==> src/rtl/sector_fill_seq.sv <==
module sector_fill_seq #(
  parameter int ADDR_W     = 32,
  parameter int LINE_BYTES = 32,
  localparam int LINE_BITS = $clog2(LINE_BYTES),
  localparam int LINE_W    = ADDR_W - LINE_BITS
) (
  input  logic              clk,
  input  logic              rst_n,
  input  logic              miss_valid,
  input  logic [LINE_W-1:0] miss_line,
  input  logic              miss_sector,
  input  logic              burst_done,
  input  logic              na,
  input  logic              ahold,
  input  logic              boff,
  input  logic              hp_data,
  output logic              burst_req,
  output logic [LINE_W-1:0] burst_line,
  output logic              fill_done
);

  typedef enum logic [2:0] {S_IDLE, S_FIRST, S_GAP, S_SECOND, S_DONE} state_t;

  state_t            state;
  logic [LINE_W-1:1] sect_q;
  logic              half_q;
  logic              want2_q;
  logic              na_seen_q;

  wire stall    = ahold | boff;
  wire hold_gap = stall | hp_data;
  wire chain    = (na_seen_q | na) & ~hold_gap;

  assign burst_req  = ((state == S_FIRST) || (state == S_SECOND)) && !stall;
  assign burst_line = {sect_q, (state == S_SECOND) ? 1'b1 : half_q};
  assign fill_done  = (state == S_DONE);

  always_ff @(posedge clk) begin
    if (!rst_n) begin
      state     <= S_IDLE;
      sect_q    <= '0;
      half_q    <= 1'b0;
      want2_q   <= 1'b0;
      na_seen_q <= 1'b0;
    end else begin
      case (state)
        S_IDLE: if (miss_valid) begin
          sect_q    <= miss_line[LINE_W-1:1];
          half_q    <= miss_line[0];
          want2_q   <= miss_sector & ~miss_line[0];
          na_seen_q <= 1'b0;
          state     <= S_FIRST;
        end
        S_FIRST: begin
          na_seen_q <= na_seen_q | na;
          if (burst_done) begin
            if (!want2_q)   state <= S_DONE;
            else if (chain) state <= S_SECOND;
            else            state <= S_GAP;
          end
        end
        S_GAP:    if (!hold_gap) state <= S_SECOND;
        S_SECOND: if (burst_done) state <= S_DONE;
        default:  state <= S_IDLE;
      endcase
    end
  end


  done_pulse_chk: assert property (@(posedge clk) disable iff (!rst_n)
    fill_done |=> !fill_done);


  done_follows_burst_chk: assert property (@(posedge clk) disable iff (!rst_n)
    fill_done |-> $past(burst_done));


  idle_after_done_chk: assert property (@(posedge clk) disable iff (!rst_n)
    fill_done |=> !burst_req);


  addr_held_chk: assert property (@(posedge clk) disable iff (!rst_n)
    (burst_req && $past(burst_req) && !$past(burst_done)) |-> $stable(burst_line));


  forward_only_chk: assert property (@(posedge clk) disable iff (!rst_n)
    (state == S_SECOND) |-> (half_q == 1'b0));

endmodule

==> config.mk <==
export PLATFORM = sky130hd
export DESIGN_NAME = sector_fill_seq
export DESIGN_NICKNAME = d
export VERILOG_FILES = /design/src/rtl/sector_fill_seq.sv
export SDC_FILE = /design/constraint.sdc
export NUM_CORES = 1
export LEC_CHECK = 0
export CAP_MARGIN = 20
export CORE_MARGIN = 2
export CORE_UTILIZATION = 30
export CTS_CLUSTER_DIAMETER = 50
export DETAILED_ROUTE_END_ITERATION = 6
export PLACE_DENSITY = 0.59
export SLEW_MARGIN = 5
export SYNTH_ARGS = -nofsm -noshare
export SYNTH_HDL_FRONTEND = slang
export SYNTH_SLANG_ARGS = --single-unit
==> constraint.sdc <==
create_clock -name clk -period 1.49 [get_ports clk]
set_input_delay 0.3725 -clock clk [delete_from_list [all_inputs] [get_ports clk]]
set_output_delay 0.3725 -clock clk [all_outputs]
set_load 0.005 [all_outputs]
==> results.toml, run 1 <==
[outcome]
violations = "negative setup slack"
status = "finished, violations left"

[detailed_routing]
drt-pass1-iter-count = 4
drc = 0
num_vias = 1289
post_drt_wl_per_cell_um = 11.5
drtIter0Drc = 20
routed_wl_mm = 3.43
ant_nets = 0
viasPerCell = 4.31

[logic_synthesis]
synth_most_common_cell = "nand2_1"
postSynthAreaPerCell_um2 = 9.67
synth_top_area_share_pct = 43.9
seq_area_frac_synth_pct = 43.9
ys_warn_count = 0
synthArstFlopShare_pct = 0
synth_top_family_by_area = "simple AND/OR/NAND/NOR gates"
ys_types = 27
ys.flop_type = "dfxtp_1"
synth_edf_count = 0
postSynthRegisterBits = 32
synth_top_area_cell = "dfxtp_1"
synthTopCellsByArea = "dfxtp_1 (44%), a21boi_2 (15%), nand2_1 (9.5%), nand2_2 (8.6%), a21boi_0 (4.1%)"
synthXorXnorAreaFrac_pct = 0
netlist_instances = 151
syn-num-nets = 187
synthAdderAreaFrac_pct = 0
synth_compound_area_share_pct = 23.1
synthMuxAreaShare_pct = 0.686
ys_top_cells_by_count = "nand2_1 (37), dfxtp_1 (32), nand2_2 (20), a21boi_2 (19), a21boi_0 (8)"
yosys.area_share.simple_pct = 25.4
netlist_area_mm2 = 0.00146

[setup_path]
worstPathCellList = "buf_6, buf_6, or4b_4, clkbuf_16, nand2_2, a21boi_1"
startpoint = "state[0]"
crit_path_frequent_cell = "buf_6"
reg2reg_to = "sect_q[2]"
startpoint_type = "flip-flop"
r2r_cells = 6
max_stage_delay_ns = 0.60
critPathSlowestCell = "or4b_4"
crit_path_max_fanout = 5
rr_startpoint = "state[0]"
arrival_ns = 1.73
worstPathRequired_ns = 1.66
end_kind = "flip-flop"
path_class = "reg -> reg"
reg2reg_slack_ns = -0.07

[grt]
grt_antenna_before_repair = 0
grt_remaining_overflow = 0
grt_pass1_vias = 1154
grt_max_degree = 32
grt_pass1_wl_mm = 5.29
grt_use_total_pct = 12.8

[floorplan]
die_x_um = 73.8
initial_utilization_pct = 30.9
dieArea_mm2 = 0.00544
core_area_mm2 = 0.00472
die_h_um = 73.8
ios = 65
num_rows = 25

[final_layout]
instances_no_fill = 299
nFillCells = 422
nets = 267
fin_util_pct = 56.1
antenna_cells = 0
areaGrowthSynthToFinish_pct = 81.6
regArea_um2 = 666
drive_above_1_share_pct = 43.5
multiInputGateArea_um2 = 877

[placed_design]
dp_hpwl_mm = 2.24
post-place-cells = 285
place_ws_ns = -0.384
gp_congestion = 0.704
io_buffers = 64

[pwr]
p_leak_nw = 1.34
vdd_drop_max_mv = 0.597
p_per_area_mw_per_mm2 = 896

[min_path]
whs_endpoint = "sect_q[1]"
hp-class = "reg -> reg"
hold_path_depth = 2
hp-start = "sect_q[1]"

[clocking]
clk_latency_ns = 0.28
clockBufferDepth = 2
numCtsBuffers = 5
cts-hold-fix-buffers = 0
root_buffer = "clkbuf_8"
cts_tree = "built"
cts.sinks = 32
clk_pin_slew_ns = 0.06
htree_num_levels = 2

[sta]
post-route-period-util_pct = 105
fmax_mhz = 642
setup_slack_ns = -0.0687
finalHoldViolations = 0
period_needed_ns = 1.56
setup_viol_count_final = 29
worst_pin_slew_ns = 0.299
timing.final.max_slew_violations = 0
slew_headroom_pct = 80.0
rsz0062_at_grt = "yes"
finClkSkew_ns = 0.00864

[job]
maxCapViolCount = 0
==> where the power goes <==
| group | total, mW | switching, mW | internal (mW) | leakage (nW) |
|---|---|---|---|---|
| logic | 0.527 | 0.200 | 0.326 | 1.01 |
| registers | 0.961 | 0.0466 | 0.915 | 0.270 |
| clock network | 0.888 | 0.298 | 0.590 | 0.0645 |
==> logic make-up after synthesis <==
kind of cell | Yosys count
simple gates | 72
mux | 1
flops | 32
compound gates | 35
buf+inv | 11
==> flip-flops by register name, summed over array words and instances (netlist names) <==
register   flops
na_seen_q      1
state          3
half_q         1
want2_q        1
sect_q        26
==> layout make-up <==
cell class | instances | area share, %
clock inverters | 1 | 1.13
multi-input cells | 108 | 33.1
repair buffers | 83 | 33.7
inverters | 1 | 0.142
well taps | 67 | 3.16
clock buffers | 7 | 3.63
flip-flops and latches | 32 | 25.1
==> routing by layer <==
layer | GRT usage [%] | up-vias | share of wire [%]
li1 | - | 665 | -
met1 | 15.6 | 574 | 45
met2 | 20.6 | 45 | 46
met3 | 4.39 | 5 | 7.5
met4 | 4.85 | 0 | 1.0
met5 | 0 | - | 0
==> cells in the final DEF, fill, tap and decap left out, drive strengths merged, types with 3 or more instances in the layout <==
cell type,instances
nor2,3
a21boi,29
dlygate4sd2,17
dfxtp,32
nand2,57
clkbuf,9
nor3,3
clkdlybuf4s50,34
buf,20
dlymetal6s2s,10
==> how the worst max path moves through the flow <==
stage                endpoint  slack, ns  depth (start not counted)
floorplan           sect_q[9]       0.04                          6
global placement    burst_req      -0.38                          3
detailed placement  burst_req      -0.38                          3
CTS                 burst_req      -0.07                          4
global route        burst_req      -0.14                          4
finish              sect_q[2]      -0.07                          6
==> critical path, delay by kind of cell (launching register included) <==
family	cells	cell delay [ns]
buffers and inverters	3	0.44
flip-flops	1	0.32
AND/OR/NAND/NOR	2	0.65
AO/OA/AOI/OAI	1	0.05
==> repair_timing <==
item / 4_1_cts / 5_1_grt
setup buffers: 3 / 0
cloned: 1 / 2
gates resized for setup: 63 / 47
endpoints found under the setup margin: 52 / 41
pin swaps: 13 / 43
==> per-stage QoR <==
stage | TNS, ns | hold slack, ns | total power, mW | cell area (µm²)
after CTS | -0.433 | 0.453 | 2.33 | 2420
after global routing | -2.64 | 0.471 | 2.49 | 2650
after floorplan | 0 | 0.430 | 1.16 | 1460
final | -1.46 | 0.454 | 2.38 | 2650
after detailed placement | -9.66 | 0.447 | 1.41 | 2220
after global placement | -9.33 | 0.441 | 1.40 | 2220
No activity file was read; power rests on OpenSTA's default activity.
==> run 2: changes to the inputs <==
- HOLD_SLACK_MARGIN: unset -> 0.1
- SLEW_MARGIN: 5 -> 20
==> results of run 2 <==
Same layout as run 1: the final DEF is identical, and so are final timing and power.
==> run 3: changes to the inputs <==
- REMOVE_ABC_BUFFERS: unset -> 1
- SETUP_SLACK_MARGIN: unset -> 0.15
==> run 3 against run 2 <==
Net effect:
- the run still ends with negative setup slack left
- via count is 0.62% lower
- register-to-register slack lost 0.02 ns
- worst setup slack lost 0.035 ns
- critical endpoint is now burst_req
- highest routed layer unchanged
- sequential share of layout area up 1.4 points
==> results.toml, run 3 (synthesized netlist as in run 1, its figures left out) <==
[setup_path]
r2r_cells = 6
crit_path_max_fanout = 4
worstPathRequired_ns = 1.12
arrival_ns = 1.22
end_kind = "output pin"
path_class = "reg -> out"
startpoint_type = "flip-flop"

[final_layout]
fin_area_mm2 = 0.00247
antenna_cells = 0
areaGrowthSynthToFinish_pct = 69.1
nets = 269
instances_no_fill = 301
largest_reg_flops = 26
largest-register = "sect_q"
reg_top3 = "sect_q: 26 flops, state: 3 flops"
layout_commonest_cell = "clkdlybuf4s50_1"
most-common-layout-cells = "clkdlybuf4s50_1 (35), nand2_1 (32), dlygate4sd2_1 (26)"
drive_above_1_share_pct = 38.5
nFillCells = 478

[floorplan]
core_area_mm2 = 0.00472
initial_utilization_pct = 30.9
die_h_um = 73.8
ios = 65
num_rows = 25
dieArea_mm2 = 0.00544
die_x_um = 73.8

[grt]
grt_pass1_vias = 1183
grt_pass1_wl_mm = 5.40
grt_antenna_before_repair = 0
grt_max_degree = 32
grt_use_total_pct = 12.9
grt_remaining_overflow = 0

[placed_design]
post-place-cells = 287
io_buffers = 64
gp_congestion = 0.714
dp_hpwl_mm = 2.33
place_ws_ns = -0.373
placed_area_mm2 = 0.00221

[sta]
fmax_mhz = 628
period_needed_ns = 1.59
finalHoldViolations = 0
finClkSkew_ns = 0.00181
fin_hold_ws_ns = 0.449
timing.final.max_slew_violations = 0
rsz0062_at_grt = "yes"
slew_headroom_pct = 77.8
setup_viol_count_final = 31
worst_pin_slew_ns = 0.330
post-route-period-util_pct = 107
setup_slack_ns = -0.103

[detailed_routing]
drt-pass1-iter-count = 4
viasPerCell = 4.26
post_drt_wl_per_cell_um = 11.8
drc = 0
routed_wl_mm = 3.56
num_vias = 1281
ant_nets = 0
drtIter0Drc = 77

[pwr]
finalPower_mw = 2.12
p_leak_nw = 1.13
vdd_drop_max_mv = 0.430
p_per_area_mw_per_mm2 = 858

[clocking]
clockBufferDepth = 2
htree_num_levels = 2
numCtsBuffers = 5
clk_latency_ns = 0.28
cts_tree = "built"
clk_pin_slew_ns = 0.06
root_buffer = "clkbuf_8"
cts.sinks = 32
cts-hold-fix-buffers = 0

[min_path]
hold_path_depth = 2
hp-class = "reg -> reg"

[job]
maxCapViolCount = 0

[outcome]
violations = "negative setup slack"
status = "finished, violations left"
-- run 3: cell count changes in the layout (fill, tap and decap cells not counted), sizes merged --
cell	previous run	this run
buf	20	22
bufinv	1	0
dlymetal6s2s	10	0
clkdlybuf4s50	34	35
dlygate4sd2	17	26
clkbuf	9	10
-- run 3: worst paths after layout --
kind	slack, ns	end	from
hold reg to reg	0.45	sect_q[21]	sect_q[21]
hold / removal	0.45	sect_q[21]	sect_q[21]
setup / recovery	-0.10	burst_req	state[0]
setup reg to reg	-0.09	sect_q[20]	state[0]
-- run 3: cell type report --
cell class	count	area [µm²]	share of cell area [%]
tap	67	83.8	3.40
sequential	32	654	26.5
multi-input combinational	108	810	32.8
inverter	1	3.75	0.152
timing repair buffer	85	827	33.5
clock buffer	8	90.1	3.65
-- run 3: stage by stage --
step / TNS (ns) / utilization, %
final: -2.05 / 52.3
after global routing: -3.13 / 52.3
after CTS: -1.16 / 49.4
after detailed placement: -9.31 / 46.9
after global placement: -9.41 / 46.9
after floorplan: -6.94 / -
-- run 3: worst max-delay path, cell delays in order, from the launching register on --
cell and delay (ns):
dfxtp_2 0.35, buf_6 0.11, or2b_1 0.24, nor3_1 0.12, buf_2 0.13
-- run 3: per-layer routing --
metal / share of wire, % / vias to the layer above / GRT usage (%)
li1: - / 658 / -
met1: 45 / 579 / 15.6
met2: 46 / 39 / 20.5
met3: 7.0 / 5 / 4.25
met4: 1.3 / 0 / 6.06
met5: 0 / - / 0
-- run 3: timing repair --
item                                    in CTS  in global routing
gates cloned                                 0                  2
pin swaps                                    3                 15
setup buffers                                4                  0
resized for setup                           59                 25
endpoints found under the setup margin      57                 32
-- run 3: report_power, final --
group	leakage (nW)	switching (mW)	internal [mW]
clock	0.0455	0.302	0.376
sequential	0.267	0.0406	0.914
combinational	0.818	0.190	0.296
